--- src/rtl/sdd_pkg.sv ---
package sdd_pkg;

  // Source chosen for the active code at a frame boundary
  typedef enum logic [1:0] {
    SRC_KEEP = 2'd0,
    SRC_PEND = 2'd1,
    SRC_LIVE = 2'd2
  } load_src_e;

endpackage

--- src/rtl/sdd_code_split.sv ---
module sdd_code_split #(
  parameter int SAMPLE_W = 18,
  parameter int TAP_W    = 9,
  parameter int PWM_W    = 3
) (
  input  logic [SAMPLE_W-1:0] sample,
  output logic [SAMPLE_W-1:0] code_ob
);

  // Sign flip turns two's complement into offset binary; fields stay packed
  // as {tap, pwm, trim} from the top bit down.
  always_comb begin
    code_ob               = sample;
    code_ob[SAMPLE_W-1]   = ~sample[SAMPLE_W-1];
  end

endmodule

--- src/rtl/sdd_frame_timer.sv ---
module sdd_frame_timer #(
  parameter int PWM_W = 3
) (
  input  logic             clk,
  input  logic             rst,
  output logic [PWM_W-1:0] slot_q,
  output logic [PWM_W-1:0] slot_nxt,
  output logic             frame_last
);

  localparam logic [PWM_W-1:0] LAST_SLOT = '1;

  // Held at the last slot during reset so slot 0 follows release.
  always_comb begin
    if (rst) slot_nxt = LAST_SLOT;
    else     slot_nxt = slot_q + 1'b1;
  end

  assign frame_last = (slot_q == LAST_SLOT);

  always_ff @(posedge clk) begin
    slot_q <= slot_nxt;
  end

endmodule

--- src/rtl/sdd_code_hold.sv ---
module sdd_code_hold
  import sdd_pkg::*;
#(
  parameter int SAMPLE_W = 18,
  parameter int TAP_W    = 9,
  parameter int PWM_W    = 3
) (
  input  logic                clk,
  input  logic                rst,
  input  logic                frame_last,
  input  logic                sample_vld,
  input  logic [SAMPLE_W-1:0] live_code,
  output logic [SAMPLE_W-1:0] act_code,
  output logic [SAMPLE_W-1:0] act_code_nxt,
  output logic [SAMPLE_W-TAP_W-PWM_W-1:0] trim_top
);

  localparam int TRIM_W = SAMPLE_W - TAP_W - PWM_W;
  localparam logic [TRIM_W-1:0]   TRIM_MAX = '1;
  localparam logic [SAMPLE_W-1:0] MID_CODE = {1'b1, {(SAMPLE_W-1){1'b0}}};

  logic [SAMPLE_W-1:0] pend_code;
  logic                pend_vld;
  load_src_e           src;

  always_comb begin
    src = SRC_KEEP;
    if (frame_last) begin
      if (sample_vld)    src = SRC_LIVE;
      else if (pend_vld) src = SRC_PEND;
    end
  end

  always_comb begin
    if (rst) begin
      act_code_nxt = MID_CODE;
    end else begin
      unique case (src)
        SRC_LIVE: act_code_nxt = live_code;
        SRC_PEND: act_code_nxt = pend_code;
        default:  act_code_nxt = act_code;
      endcase
    end
  end

  always_ff @(posedge clk) begin
    act_code <= act_code_nxt;
    trim_top <= TRIM_MAX - act_code_nxt[TRIM_W-1:0];
  end

  // Pending slot: newest strobe overwrites, cleared at each boundary
  always_ff @(posedge clk) begin
    if (rst) begin
      pend_vld  <= 1'b0;
      pend_code <= MID_CODE;
    end else if (frame_last) begin
      pend_vld  <= 1'b0;
    end else if (sample_vld) begin
      pend_vld  <= 1'b1;
      pend_code <= live_code;
    end
  end

endmodule

--- src/rtl/sdd_pwm_gen.sv ---
module sdd_pwm_gen #(
  parameter int PWM_W = 3
) (
  input  logic             clk,
  input  logic             rst,
  input  logic [PWM_W-1:0] slot_nxt,
  input  logic [PWM_W-1:0] duty_nxt,
  output logic             hi_sel
);

  // Registered compare on next-state values keeps it aligned with the slot.
  always_ff @(posedge clk) begin
    if (rst) hi_sel <= 1'b0;
    else     hi_sel <= (slot_nxt < duty_nxt);
  end

endmodule

--- src/rtl/seg_dac_decoder.sv ---
module seg_dac_decoder #(
  parameter int SAMPLE_W = 18,
  parameter int TAP_W    = 9,
  parameter int PWM_W    = 3
) (
  input  logic                                clk,
  input  logic                                rst,
  input  logic                                sample_vld,
  input  logic [SAMPLE_W-1:0]                 sample_in,
  output logic [TAP_W-1:0]                    tap_idx,
  output logic                                tap_hi_sel,
  output logic [SAMPLE_W-TAP_W-PWM_W-1:0]     trim_top,
  output logic [SAMPLE_W-TAP_W-PWM_W-1:0]     trim_bot
);

  localparam int TRIM_W   = SAMPLE_W - TAP_W - PWM_W;
  localparam int PWM_LSB  = TRIM_W;
  localparam int TAP_LSB  = TRIM_W + PWM_W;

  logic [SAMPLE_W-1:0] live_code;
  logic [SAMPLE_W-1:0] act_code;
  logic [SAMPLE_W-1:0] act_code_nxt;
  logic [PWM_W-1:0]    slot_w;
  logic [PWM_W-1:0]    slot_nxt;
  logic                frame_last;
  logic [PWM_W-1:0]    act_pwm_w;

  sdd_code_split #(
    .SAMPLE_W (SAMPLE_W),
    .TAP_W    (TAP_W),
    .PWM_W    (PWM_W)
  ) u_split (
    .sample  (sample_in),
    .code_ob (live_code)
  );

  sdd_frame_timer #(
    .PWM_W (PWM_W)
  ) u_timer (
    .clk        (clk),
    .rst        (rst),
    .slot_q     (slot_w),
    .slot_nxt   (slot_nxt),
    .frame_last (frame_last)
  );

  sdd_code_hold #(
    .SAMPLE_W (SAMPLE_W),
    .TAP_W    (TAP_W),
    .PWM_W    (PWM_W)
  ) u_hold (
    .clk          (clk),
    .rst          (rst),
    .frame_last   (frame_last),
    .sample_vld   (sample_vld),
    .live_code    (live_code),
    .act_code     (act_code),
    .act_code_nxt (act_code_nxt),
    .trim_top     (trim_top)
  );

  sdd_pwm_gen #(
    .PWM_W (PWM_W)
  ) u_pwm (
    .clk      (clk),
    .rst      (rst),
    .slot_nxt (slot_nxt),
    .duty_nxt (act_code_nxt[TAP_LSB-1:PWM_LSB]),
    .hi_sel   (tap_hi_sel)
  );

  assign tap_idx   = act_code[SAMPLE_W-1:TAP_LSB];
  assign act_pwm_w = act_code[TAP_LSB-1:PWM_LSB];
  assign trim_bot  = act_code[TRIM_W-1:0];

endmodule

--- config.mk ---
export PLATFORM = sky130hd
export DESIGN_NAME = seg_dac_decoder
export DESIGN_NICKNAME = d
export VERILOG_FILES = /design/src/rtl/sdd_pkg.sv /design/src/rtl/sdd_code_split.sv /design/src/rtl/sdd_frame_timer.sv /design/src/rtl/sdd_code_hold.sv /design/src/rtl/sdd_pwm_gen.sv /design/src/rtl/seg_dac_decoder.sv
export SDC_FILE = /design/constraint.sdc
export NUM_CORES = 1
export LEC_CHECK = 0
export ABC_AREA = 1
export BUFFER_PORTS_ARGS = -buffer_cell sky130_fd_sc_hd__buf_2
export CAP_MARGIN = 30
export CORE_AREA = 2 2 64 66
export CTS_CLUSTER_SIZE = 24
export DETAILED_ROUTE_END_ITERATION = 6
export DIE_AREA = 0 0 66 68
export GPL_ROUTABILITY_DRIVEN = 0
export PLACE_DENSITY = 0.77
export SLEW_MARGIN = 20
export SYNTH_ARGS = -nofsm -noshare
export SYNTH_HDL_FRONTEND = slang
export SYNTH_SLANG_ARGS = --single-unit
--- constraint.sdc ---
create_clock -name clk -period 2.8 [get_ports clk]
set_input_delay 0.42 -clock clk [delete_from_list [all_inputs] [get_ports clk]]
set_output_delay 0.42 -clock clk [all_outputs]
set_load 0.05 [all_outputs]
Word level (Yosys, flattened, before mapping)
Index checks and enable logic that the tools add are counted.
Storage, ports and cells
  register bits after elaboration: 47
  bits in latches: 0
  memory bits (writable): 0
  ROM bits: 0
  bits of input ports: 21
  memories: 0
Cells by class
  add/subtract/negate cells: 2
  multipliers: 0
  divide/modulo/power cells: 0
  order comparisons: 1
  equality and inequality tests: 3
  shift-type cells: 0
  muxes and demuxes: 6
  bitwise logic cells: 2
  reductions and logical operators: 3
Operators with widths (number)
  18-bit one-hot mux with 2 select lines: 1
  9-bit two-way mux: 1
  6-bit subtractor, first input constant: 1
  2-bit two-way mux: 2
  3-bit by 1-bit adder with 3-bit output, second input constant: 1
  3-bit == test, second input constant: 1
  3-bit less-than comparator: 1
  3-bit two-way mux: 1
  2-bit by 1-bit == test with 1-bit output, second input constant: 1
  2-bit == test, second input constant: 1
  1-bit inverter: 2
  2-bit AND reduction: 1
  2-bit nonzero test: 1
  2-bit OR reduction: 1
  1-bit two-way mux: 1

Depth between registers and ports, before layout
  depth after elaboration: 7
  depth in mapped cells: 15

By module
A second synthesis with hierarchy kept.
Second synthesis, totals
  cells, all modules: 328
  area, all modules: 2222.1 µm²
Modules (own cells, without submodules)
  sdd_code_hold: times used 1, cells each 287, area an instance 1903.1 µm², sequential area each 860.8 µm²
  sdd_code_split: times used 1, cells each 18, area an instance 131.4 µm², sequential area each 0.0 µm²
  sdd_frame_timer: times used 1, cells each 11, area an instance 107.6 µm², sequential area each 60.1 µm²
  sdd_pwm_gen: times used 1, cells each 12, area an instance 80.1 µm², sequential area each 20.0 µm²

Worst setup path after synthesis
No wires, ideal clock.
  kind: reg-to-reg
  start point: register u_timer.slot_q[0]
  end point: register u_pwm.hi_sel
  arrival: 2.221 ns
  data required time: 2.730 ns
  path slack: 0.509 ns
  stages on the path, launching flop included: 15
  buffers on the path: 1
  clock period less this slack: 2.291 ns
  cells stage by stage: dfxtp_1 ha_1 ha_1 inv_1 nor3_1 ha_1 inv_2 buf_6 o21ai_0 a31oi_1 inv_1 ha_1 nand2_1 inv_1 a21oi_1
Between the ends
  word-level cells in the longest chain between the ends: 6
  elaborated cells between the ends (all ways): 9
  those cells by class: add/sub: 1; order compare: 1; eq/ne: 3; mux: 4
Ends and longest elaborated chain
  start, declared: RTL line sdd_frame_timer.sv:6  | output logic [PWM_W-1:0] slot_q,
  start signal, assigned: RTL line sdd_frame_timer.sv:22  | slot_q <= slot_nxt;
  3-bit == test *: RTL line sdd_frame_timer.sv:19  | assign frame_last = (slot_q == LAST_SLOT);
  2-bit two-way mux *: RTL line sdd_code_hold.sv:28  | if (frame_last) begin
  2-bit by 1-bit == test with 1-bit output or 2-bit == test (tied branches): RTL line sdd_code_hold.sv:38  | unique case (src)
  18-bit one-hot mux with 2 select lines *: RTL line sdd_code_hold.sv:38
  9-bit two-way mux *: RTL line sdd_code_hold.sv:35  | if (rst) begin
  named net act_code_nxt[8]: RTL line seg_dac_decoder.sv:22  | logic [SAMPLE_W-1:0] act_code_nxt;
  3-bit less-than comparator *: RTL line sdd_pwm_gen.sv:14  | else hi_sel <= (slot_nxt < duty_nxt);
  end signal, assigned: RTL line sdd_pwm_gen.sv:14
  end, declared: RTL line sdd_pwm_gen.sv:8  | output logic hi_sel
The timed path passes the listed nets; every way through them passes the cells marked *.
A chain may end at the register's enable or synchronous reset.

Worst setup path after layout
Same ends and word-level chain as after synthesis.

==> flow_summary.toml <==
[status]
status = "completed"

[worst_setup_path]
path_max_fanout = 11
cp.required_ns = 3.03
crit_path_frequent_cell = "ha_1"
path_cells = "ha_1, ha_1, inv_1, nor3_1, ha_1, inv_2, o21ai_0, a31oi_1, inv_1, ha_1, nand2_1, inv_1, a21oi_1"
cp_num_buf_inv = 4
max_stage_delay_ns = 0.36
worstSetupStartpointType = "flop"
setup.worst_path.class = "reg2reg"
critPathTopFamily = "adder cells"
crit_arrival_ns = 2.74
worst-r2r-setup-slack_ns = 0.30
cp-end-kind = "flop"
cp_slowest_cell = "dfxtp_1"

[floorplanning]
initial_core_util_pct = 50.5
dieWidth_um = 66
rows = 23
chipHeight_um = 68
coreArea_um2 = 3860
dieArea_um2 = 4490
ios = 43

[clocking]
post_cts_buffers = 0
clk_latency_ns = 0.30
root_buffer = "clkbuf_8"
holdBufCountCts = 0
clk_pin_slew_worst_paths_ns = 0.08
cts_max_level = 2
clockBufferDepth = 2
cts.sinks = 47
ctsResizeCount = 0
cts_tree = "built"
numCtsBuffers = 5

[sta]
finalSetupViolations = 0
maxSlewHeadroom_pct = 74.3
finalHoldViolCount = 0
worstMarginPinSlew_ns = 0.386
clock.fmax_mhz = 399
slew_viol_final = 0
fin_crit_sh_pct = 89.4
rsz0062_at_grt = "no"
tns_ns = 0
fin_crit_ns = 2.50
fin_skew_ns = 0.00611

[synth]
synth_largest_area_cell = "dfxtp_1"
synth_compound_area_share_pct = 14.9
synth-simple-area-share_pct = 19.5
mappedNetlistArea_um2 = 1950
ys_warn_count = 0
yosysMostFrequentCell = "nor2_1"
synth_top_flop_cell = "dfxtp_1"
synth_mux_area_share_pct = 0
synth.distinct_cells = 20
synth_top_family_by_area = "simple AND/OR/NAND/NOR gates"
synth_top_area_share_pct = 48.3
synthXorXnorAreaFrac_pct = 0
synth-seq-cells = 47
yosysSeqAreaShare_pct = 48.3
synth_fa_ha_area_share_pct = 3.86
syn_inst = 251
synth_edf_count = 0
synth_common_cells = "nor2_1, dfxtp_1, nand2_1"
synth.avg_cell_area_um2 = 7.76
syn-num-nets = 278
synth-async-reset-ratio_pct = 0
synth.area.top_cells = "dfxtp_1, nor2_1, o21ai_0"

[routing]
drtIter0Drc = 91
vias_per_cell = 4.95
ant_nets = 0
met3_length_um = 255
drc = 0
firstDrtPassIters = 4
drt-total-wl_um = 3900
top_layer_used = "met4"
wl_per_cell_um = 11.8
wl_met1_um = 1820
vias = 1635
route.met2.wl_um = 1770

[flow_run]
cap_viol_max_count = 0

[power]
p_leak_nw = 1.06
irDropWorstVdd_mv = 0.514
power_mw = 1.73
p_per_area_nw_per_um2 = 792

[place]
dp_hpwl_um = 2560
io_buffer_count = 42

[global_route]
overflow = 0
antenna_found_initial = 0
grt_max_degree = 29
grtUsageTotal_pct = 19.0
grt_pass1_wl_um = 6570
grt_pass1_vias = 1502

[layout]
nets = 306
layout-drive-gt1-share_pct = 22.5
syn_to_final_growth_pct = 12.4
diodes = 0

[min_path]
hp-class = "in2reg"
-- power by group --
group	leakage [nW]	switching (mW)	internal, mW
clock	0.0612	0.219	0.289
sequential	0.388	0.0328	0.754
combinational	0.612	0.319	0.120
-- final timing paths --
check                    start              endpoint  cells past startpoint
min              sample_in[17]  u_hold.pend_code[17]                      2
max          u_timer.slot_q[0]          u_pwm.hi_sel                     13
max reg2reg  u_timer.slot_q[0]          u_pwm.hi_sel                     13
min reg2reg  u_timer.slot_q[0]     u_timer.slot_q[0]                      1
-- cell usage in the layout (no fill, tap or decap) --
master	netlist	layout
a31oi_1	2	2
inv_2	4	4
buf_4	19	6
and2_1	1	1
clkbuf_8	0	6
clkinv_2	0	1
o21ai_0	32	32
buf_2	5	42
dfxtp_1	47	47
inv_1	14	14
nor2_4	1	1
nor2_1	49	49
a21oi_1	19	19
o21ai_1	3	3
nor3_1	1	1
a211oi_1	1	1
bufinv_16	0	1
nand2_1	40	40
nand3_1	2	2
ha_1	6	6
or2_2	2	2
-- layer usage --
layer,track usage [%],vias up
met5,0,-
met4,5.36,0
met3,4.77,5
met2,33.2,46
met1,23.4,750
li1,-,834
-- metrics by stage --
step	area [µm²]	setup WS, ns	std cells	hold WS (ns)	utilization, %
floorplan	1950	0.509	251	0.384	-
global placement	2070	0.465	322	0.395	53.7
detailed placement	2070	0.310	322	0.400	53.7
CTS	2190	0.311	330	0.309	56.7
global route	2190	0.0224	330	0.303	56.7
finish	2190	0.296	330	0.312	56.7
-- flip-flops by register name, indices dropped and copies added (netlist names) --
register / flops
u_hold.act_code: 18
u_hold.pend_code: 18
u_hold.pend_vld: 1
u_hold.trim_top: 6
u_pwm.hi_sel: 1
u_timer.slot_q: 3
-- final cells by class --
type | instances | area [µm²]
Fill cell | 380 | 1670
Clock inverter | 2 | 35.0
Multi-Input combinational cell | 159 | 744
Inverter | 18 | 67.6
Tap cell | 50 | 62.6
Clock buffer | 6 | 82.6
Timing Repair Buffer | 48 | 255
Sequential cell | 47 | 941
-- cells by family after synthesis --
group	after synthesis
and+or+nand+nor	96
adders and majority gates	6
DFF	47
AOI/OAI and AO/OA	57
buffers and inverters	45
No activity file was read; power rests on OpenSTA's default activity.
